[config.mk]
export PLATFORM = sky130hd
export DESIGN_NAME = pio_exec
export DESIGN_NICKNAME = d
export VERILOG_FILES = /design/src/rtl/pio_pkg.sv /design/src/rtl/pio_decode.sv /design/src/rtl/pio_rmw.sv /design/src/rtl/pio_exec.sv
export SDC_FILE = /design/constraint.sdc
export NUM_CORES = 1
export LEC_CHECK = 0
export ABC_CLOCK_PERIOD_IN_PS = 3700
export BUFFER_PORTS_ARGS = -buffer_cell sky130_fd_sc_hd__buf_2
export CAP_MARGIN = 20
export CORE_MARGIN = 5
export CORE_UTILIZATION = 25
export DETAILED_ROUTE_END_ITERATION = 10
export PLACE_DENSITY = 0.4
export SLEW_MARGIN = 20
export SYNTH_ARGS = -nofsm -noshare
export SYNTH_HDL_FRONTEND = slang
export SYNTH_SLANG_ARGS = --single-unit
[constraint.sdc]
create_clock -name clk -period 3.7 [get_ports clk]
set_clock_uncertainty 0.05 [all_clocks]
set_input_delay 0 -clock clk [delete_from_list [all_inputs] [get_ports clk]]
set_output_delay 0 -clock clk [all_outputs]
set_load 0.005 [all_outputs]
[src/rtl/pio_pkg.sv]
`timescale 1ns/1ps
package pio_pkg;

    typedef enum logic [3:0] {
        OP_ILLEGAL,
        OP_PREFIX,
        OP_IN_P0,
        OP_IN_IND,
        OP_IN_MEM,
        OP_OUT_IND,
        OP_OUT_MEM,
        OP_IN_DIR,
        OP_OUT_DIR,
        OP_IN_PAIR,
        OP_OUT_PAIR,
        OP_SETB,
        OP_CLRB,
        OP_ANDI,
        OP_ORI
    } op_e;

endpackage

[src/rtl/pio_decode.sv]
`timescale 1ns/1ps
module pio_decode
    import pio_pkg::*;
#(
    parameter int DW     = 4,
    parameter int ADDR_W = 4
) (
    input  logic              pend_i,
    input  logic [3:0]        pend_low_i,
    input  logic [7:0]        byte_i,
    input  logic [ADDR_W-1:0] dpl_i,
    output op_e               op_o,
    output logic [ADDR_W-1:0] idx_o,
    output logic [DW-1:0]     imm_o,
    output logic [1:0]        bsel_o
);

    always_comb begin
        op_o   = OP_ILLEGAL;
        idx_o  = dpl_i;
        imm_o  = '0;
        bsel_o = byte_i[1:0];
        if (!pend_i) begin
            casez (byte_i)
                8'b0010_0000: begin op_o = OP_IN_P0; idx_o = '0; end
                8'b0010_0110: op_o = OP_IN_IND;
                8'b0001_1001: op_o = OP_IN_MEM;
                8'b0010_0101: op_o = OP_OUT_IND;
                8'b0001_1010: op_o = OP_OUT_MEM;
                8'b0000_10??: op_o = OP_SETB;
                8'b0010_10??: op_o = OP_CLRB;
                8'b1100_????: op_o = OP_PREFIX;
                default:      op_o = OP_ILLEGAL;
            endcase
        end else begin
            idx_o = ADDR_W'(byte_i[3:0]);
            imm_o = DW'(pend_low_i);
            case (byte_i[7:4])
                4'b0101: op_o = OP_ANDI;
                4'b0100: op_o = OP_ORI;
                4'b1111: begin
                    if (pend_low_i == 4'b0110)
                        op_o = OP_IN_DIR;
                    else if (pend_low_i == 4'b0111)
                        op_o = OP_OUT_DIR;
                    else if (pend_low_i == 4'b1101 && byte_i[3:0] == 4'b0100)
                        op_o = OP_IN_PAIR;
                    else if (pend_low_i == 4'b1101 && byte_i[3:0] == 4'b0101)
                        op_o = OP_OUT_PAIR;
                    else
                        op_o = OP_ILLEGAL;
                end
                default: op_o = OP_ILLEGAL;
            endcase
        end
    end

endmodule

[src/rtl/pio_rmw.sv]
`timescale 1ns/1ps
module pio_rmw
    import pio_pkg::*;
#(
    parameter int DW = 4
) (
    input  op_e           op_i,
    input  logic [DW-1:0] cur_i,
    input  logic [DW-1:0] imm_i,
    input  logic [1:0]    bsel_i,
    output logic [DW-1:0] res_o
);

    logic [DW-1:0] mask;

    always_comb begin
        mask = DW'(1) << bsel_i;
        case (op_i)
            OP_SETB: res_o = cur_i | mask;
            OP_CLRB: res_o = cur_i & ~mask;
            OP_ANDI: res_o = cur_i & imm_i;
            OP_ORI:  res_o = cur_i | imm_i;
            default: res_o = cur_i;
        endcase
    end

endmodule

[src/rtl/pio_exec.sv]
`timescale 1ns/1ps
module pio_exec
    import pio_pkg::*;
#(
    parameter int DW     = 4,
    parameter int ADDR_W = 4
) (
    input  logic                     clk,
    input  logic                     rst_n,
    input  logic                     instr_valid_i,
    input  logic [7:0]               instr_byte_i,
    input  logic [DW-1:0]            ac_i,
    input  logic [DW-1:0]            e_i,
    input  logic [ADDR_W-1:0]        dpl_i,
    input  logic [DW-1:0]            mem_i,
    input  logic [(1<<ADDR_W)*DW-1:0] port_pins_i,
    output logic [(1<<ADDR_W)*DW-1:0] port_o,
    output logic                     ac_we_o,
    output logic [DW-1:0]            ac_wdata_o,
    output logic                     e_we_o,
    output logic [DW-1:0]            e_wdata_o,
    output logic                     mem_we_o,
    output logic [DW-1:0]            mem_wdata_o,
    output logic                     zf_we_o,
    output logic                     zf_o,
    output logic                     illegal_o
);

    localparam int NPORTS = 1 << ADDR_W;
    localparam logic [ADDR_W-1:0] PAIR_LO = ADDR_W'(4);
    localparam logic [ADDR_W-1:0] PAIR_HI = ADDR_W'(5);

    typedef struct packed {
        logic                         pend;
        logic [3:0]                   pend_low;
        logic [NPORTS-1:0][DW-1:0]    ports;
        logic                         ac_we;
        logic [DW-1:0]                ac_val;
        logic                         e_we;
        logic [DW-1:0]                e_val;
        logic                         mem_we;
        logic [DW-1:0]                mem_val;
        logic                         zf_we;
        logic                         zf_val;
        logic                         illegal;
    } state_t;

    state_t st_d, st_q;

    logic [DW-1:0]     pins_w [NPORTS];
    op_e               op_w;
    logic [ADDR_W-1:0] idx_w;
    logic [DW-1:0]     imm_w;
    logic [1:0]        bsel_w;
    logic [DW-1:0]     rmw_res_w;

    for (genvar g = 0; g < NPORTS; g++) begin : g_port
        assign pins_w[g]            = port_pins_i[g*DW +: DW];
        assign port_o[g*DW +: DW]   = st_q.ports[g];
    end

    pio_decode #(.DW(DW), .ADDR_W(ADDR_W)) u_decode (
        .pend_i     (st_q.pend),
        .pend_low_i (st_q.pend_low),
        .byte_i     (instr_byte_i),
        .dpl_i      (dpl_i),
        .op_o       (op_w),
        .idx_o      (idx_w),
        .imm_o      (imm_w),
        .bsel_o     (bsel_w)
    );

    pio_rmw #(.DW(DW)) u_rmw (
        .op_i   (op_w),
        .cur_i  (st_q.ports[idx_w]),
        .imm_i  (imm_w),
        .bsel_i (bsel_w),
        .res_o  (rmw_res_w)
    );

    always_comb begin
        st_d         = st_q;
        st_d.ac_we   = 1'b0;
        st_d.e_we    = 1'b0;
        st_d.mem_we  = 1'b0;
        st_d.zf_we   = 1'b0;
        st_d.illegal = 1'b0;
        if (instr_valid_i) begin
            st_d.pend = 1'b0;
            case (op_w)
                OP_PREFIX: begin
                    st_d.pend     = 1'b1;
                    st_d.pend_low = instr_byte_i[3:0];
                end
                OP_IN_P0, OP_IN_IND, OP_IN_DIR: begin
                    st_d.ac_we  = 1'b1;
                    st_d.ac_val = pins_w[idx_w];
                    st_d.zf_we  = 1'b1;
                    st_d.zf_val = (pins_w[idx_w] == '0);
                end
                OP_IN_MEM: begin
                    st_d.mem_we  = 1'b1;
                    st_d.mem_val = pins_w[idx_w];
                end
                OP_OUT_IND, OP_OUT_DIR: st_d.ports[idx_w] = ac_i;
                OP_OUT_MEM:             st_d.ports[idx_w] = mem_i;
                OP_IN_PAIR: begin
                    st_d.e_we   = 1'b1;
                    st_d.e_val  = pins_w[PAIR_LO];
                    st_d.ac_we  = 1'b1;
                    st_d.ac_val = pins_w[PAIR_HI];
                end
                OP_OUT_PAIR: begin
                    st_d.ports[PAIR_LO] = e_i;
                    st_d.ports[PAIR_HI] = ac_i;
                end
                OP_SETB, OP_CLRB: st_d.ports[idx_w] = rmw_res_w;
                OP_ANDI, OP_ORI: begin
                    st_d.ports[idx_w] = rmw_res_w;
                    st_d.zf_we        = 1'b1;
                    st_d.zf_val       = (rmw_res_w == '0);
                end
                default: st_d.illegal = 1'b1;
            endcase
        end
    end

    always_ff @(posedge clk or negedge rst_n) begin
        if (!rst_n) begin
            st_q <= '0;
        end else begin
            st_q <= st_d;
        end
    end

    assign ac_we_o     = st_q.ac_we;
    assign ac_wdata_o  = st_q.ac_val;
    assign e_we_o      = st_q.e_we;
    assign e_wdata_o   = st_q.e_val;
    assign mem_we_o    = st_q.mem_we;
    assign mem_wdata_o = st_q.mem_val;
    assign zf_we_o     = st_q.zf_we;
    assign zf_o        = st_q.zf_val;
    assign illegal_o   = st_q.illegal;

    // an illegal pulse leaves every latch as it was
    a_r9_illegal_keeps_ports: assert property (@(posedge clk) disable iff (!rst_n)
        illegal_o |-> port_o == $past(port_o));

    // no strobe accompanies an illegal pulse
    a_r9_illegal_no_strobe: assert property (@(posedge clk) disable iff (!rst_n)
        illegal_o |-> !(ac_we_o || e_we_o || mem_we_o || zf_we_o));

    // a flag update alongside an AC load reflects the loaded nibble
    a_r2_zero_tracks_ac: assert property (@(posedge clk) disable iff (!rst_n)
        (zf_we_o && ac_we_o) |-> (zf_o == (ac_wdata_o == '0)));

    // E is only loaded together with AC, never with a flag update
    a_r5_pair_load: assert property (@(posedge clk) disable iff (!rst_n)
        e_we_o |-> (ac_we_o && !zf_we_o));

    // a memory write stands alone
    a_r3_mem_alone: assert property (@(posedge clk) disable iff (!rst_n)
        mem_we_o |-> !(ac_we_o || e_we_o || zf_we_o));

    // the byte after a pending prefix always consumes it
    a_r8_prefix_consumed: assert property (@(posedge clk) disable iff (!rst_n)
        (st_q.pend && instr_valid_i) |=> !st_q.pend);

endmodule

==> run_results.csv <==
group,metric,value,unit
detailed_routing,vias,5713,
synthesis,seq_area_frac_synth,34.0,%
layout,n_antenna_cell,0,
pwr,internal-power,2.59,mW
clocking,htree_levels,3,
synthesis,syn_nets,773,
die,pin_count,173,
timing,tightest_slew,791,ps
worst_setup_path,cpPeakStageDelay,510,ps
synthesis,synth_xor_area_share,0.411,%
global_routing,antenna_found_initial,0,
synthesis,synth_area,6390,um^2
clocking,cts_root_buffer,"clkbuf_16",
pwr,switchingPower,1.80,mW
die,rows,58,
die,die_w,170,um
timing,setup_violations,0,
worst_setup_path,r2r-start,"st_q[83]$_DFFE_PN0P_",
pwr,comb_power_share,45.4,%
detailed_routing,via_per_inst,5.05,
synthesis,synth.ff_latch_count,87,
layout,drive_above_1_share,39.8,%
pwr,ir_drop,0.000215,V
global_routing,grt_max_degree,58,
detailed_routing,drc,0,
pwr,power.share.sequential,32.7,%
worst_setup_path,startpoint,"st_q[83]$_DFFE_PN0P_",
timing,rsz0062_at_grt,"false",
synthesis,yosysTopAreaCell,"dfrtp_1",
timing,fin_crit,3460,ps
placement,dp_cells,1102,
layout,fin_util,30.3,%
worst_setup_path,critPathLaunchType,"register",
die,core-area,25200,um^2
pwr,leakagePower,3.69,nW
die,initial_utilization,25.4,%
layout,finalNonFillerCells,1131,
timing,finalCritPeriodShare,93.5,%
synthesis,yosys_warnings,0,
detailed_routing,initialDrtViolationCount,510,
worst_setup_path,endpoint_kind,"register",
clocking,tritoncts,"built",
synthesis,synth-edff-count,0,
pwr,p_sw_share,41.0,%
placement,portBuffers,172,
timing,final_max_slew_viol_count,0,
synthesis,synth_compound_area_share,17.1,%
timing,fmax,0.289,GHz
hold_path,hold_start,"e_i[3]",
die,die_h,170,um
synthesis,yosysMostFrequentCell,"nand2_1",
timing,hold_ws,12.5,ps
synthesis,syn-mean-instance-area,9.38,um^2
synthesis,ys.flop_type,"dfrtp_1",
synthesis,synthSimpleGateAreaFrac,17.2,%
global_routing,grt_pass1_vias,5948,
detailed_routing,wl_per_cell,21.7,um
job,maxCapViolations,0,
synthesis,ys_types,75,
clocking,numCtsBuffers,9,
global_routing,grt_pass1_wl,37200,um
synthesis,synth_top_area_share,34.0,%
synthesis,synthAdderAreaFrac,0,%
clocking,path_clk_slew,60,ps
synthesis,yosys-top-cells-area,"dfrtp_1, mux2_2, buf_4",
worst_setup_path,crit_arrival,3650,ps
layout,area_growth,19.3,%
worst_setup_path,path_cells,"nand4b_1 -> o31a_1 -> o21ai_1 -> and2_1 -> nand2_1 -> o41ai_2 -> a21oi_1 -> a221o_1 -> mux2_2",
outcome,outcome,"finished clean",
worst_setup_path,worstSetupPathType,"reg -> reg",
timing,hold_violations,0,
placement,hpwl,19200,um
pwr,finalPower,4.39,mW
synthesis,synth_top_family_by_area,"multiplexers",
die,die-area,28900,um^2
clocking,clockBufferDepth,2,
synthesis,ys_top_cells_by_count,"nand2_1, dfrtp_1, buf_4",
placement,gp_congestion,0.867,
hold_path,hp-class,"in -> reg",
global_routing,grt_remaining_overflow,0,
layout,fin_nets,887,
synthesis,ys_async_sr_fraction,100,%
worst_setup_path,cp_max_fo,14,
timing,maxSlewHeadroom,47.2,%
detailed_routing,dr.pass1.iters,5,
clocking,clk_latency,360,ps
clocking,cts.sinks,87,
timing,tns,0,ps
worst_setup_path,slowest_stage,"a221o_1",
detailed_routing,routed_wl,24500,um
detailed_routing,detail-route-antenna-nets,0,
clocking,post_cts_buffers,0,
worst_setup_path,cp.required,3890,ps
synthesis,syn_inst,682,
synthesis,synthMuxAreaShare,18.8,%
pwr,power_density,575,nW/um^2
pwr,pwr-share-clk,21.8,%
global_routing,track_usage,16.7,%
repair_timing:
item | CTS | global route
gates resized for setup | 0 | 1
endpoints found under the hold margin | 68 | 0
hold buffers | 13 | 0
setup endpoints to repair | 0 | 28
layout by cell type (no fill, tap or decap), types with 3 or more instances in the layout:
cell             n
o22ai_1          7
nand2_1         88
clkbuf_16        9
and2_1           9
buf_2          171
a31oi_1         13
a211oi_1         9
nor2_1          34
mux4_2           6
o21ai_0         24
nand2b_1         3
a22oi_1          3
a21oi_1         25
o21a_1           3
mux2i_1         27
nor3_1           7
a32oi_1         11
mux2_2          69
inv_1           10
nor2b_1          8
and3_1           7
a221o_1          4
buf_4           34
nand3_1         32
a22o_1          13
dlygate4sd3_1   13
dfrtp_1         87
per-stage QoR:
step	worst slack (ps)	area, um^2
3_5_place_dp	216	7180
4_1_cts	194	7620
3_3_place_gp	236	7180
2_1_floorplan	775	6390
5_1_grt	7.43	7630
6_report	239	7630
worst max-delay path, delay by kind of cell, from the launching register on:
family | cells | cell delay [ps]
simple gates | 3 | 840
compound gates | 5 | 1650
mux | 1 | 350
flops | 1 | 440
power groups by stage:
stage	combinational, mW	sequential [mW]	clock [mW]
6_report	1.99	1.44	0.958
2_1_floorplan	1.50	1.34	0
4_1_cts	2.01	1.44	0.992
3_5_place_dp	1.99	1.45	0
5_1_grt	2.18	1.47	1.02
3_3_place_gp	1.99	1.46	0
logic make-up (layout without fill, tap and decap cells):
group / after synthesis / in the layout
simple gates: 216 / 216
compound gates: 147 / 147
flops: 87 / 87
xor+xnor: 3 / 3
buf+inv: 125 / 244
mux: 104 / 104
path summary, 6_finish.rpt:
kind / endpoint / slack (ps) / depth (start not counted)
max in group asynchronous: asynchronous set/reset pin / 2460 / 3
min in group asynchronous: ac_we_o$_DFF_PN0_ / 210 / 2
worst min-delay path: register / 10 / 4
worst min register to register: mem_wdata_o[2]$_DFFE_PN0P_ / 460 / 1
worst max-delay path: register / 240 / 9
worst max register to register: register / 240 / 9
layout make-up:
cell class                 count  area [um^2]
timing repair buffer         218         1240
clock inverter                 6         80.1
inverter                      10         37.5
sequential                    87         2180
multi-input combinational    470         3450
clock buffer                  10          229
fill                        2692        17600
tap                          330          413
routing by layer:
| metal | track usage [%] | vias to the layer above | part of all wire [%] |
|---|---|---|---|
| li1 | - | 2674 | - |
| met1 | 22.5 | 2808 | 45 |
| met2 | 27.4 | 212 | 46 |
| met3 | 4.18 | 19 | 7.5 |
| met4 | 3.54 | 0 | 1.2 |
| met5 | 0 | - | 0 |
(Power assumes the default switching activity.)
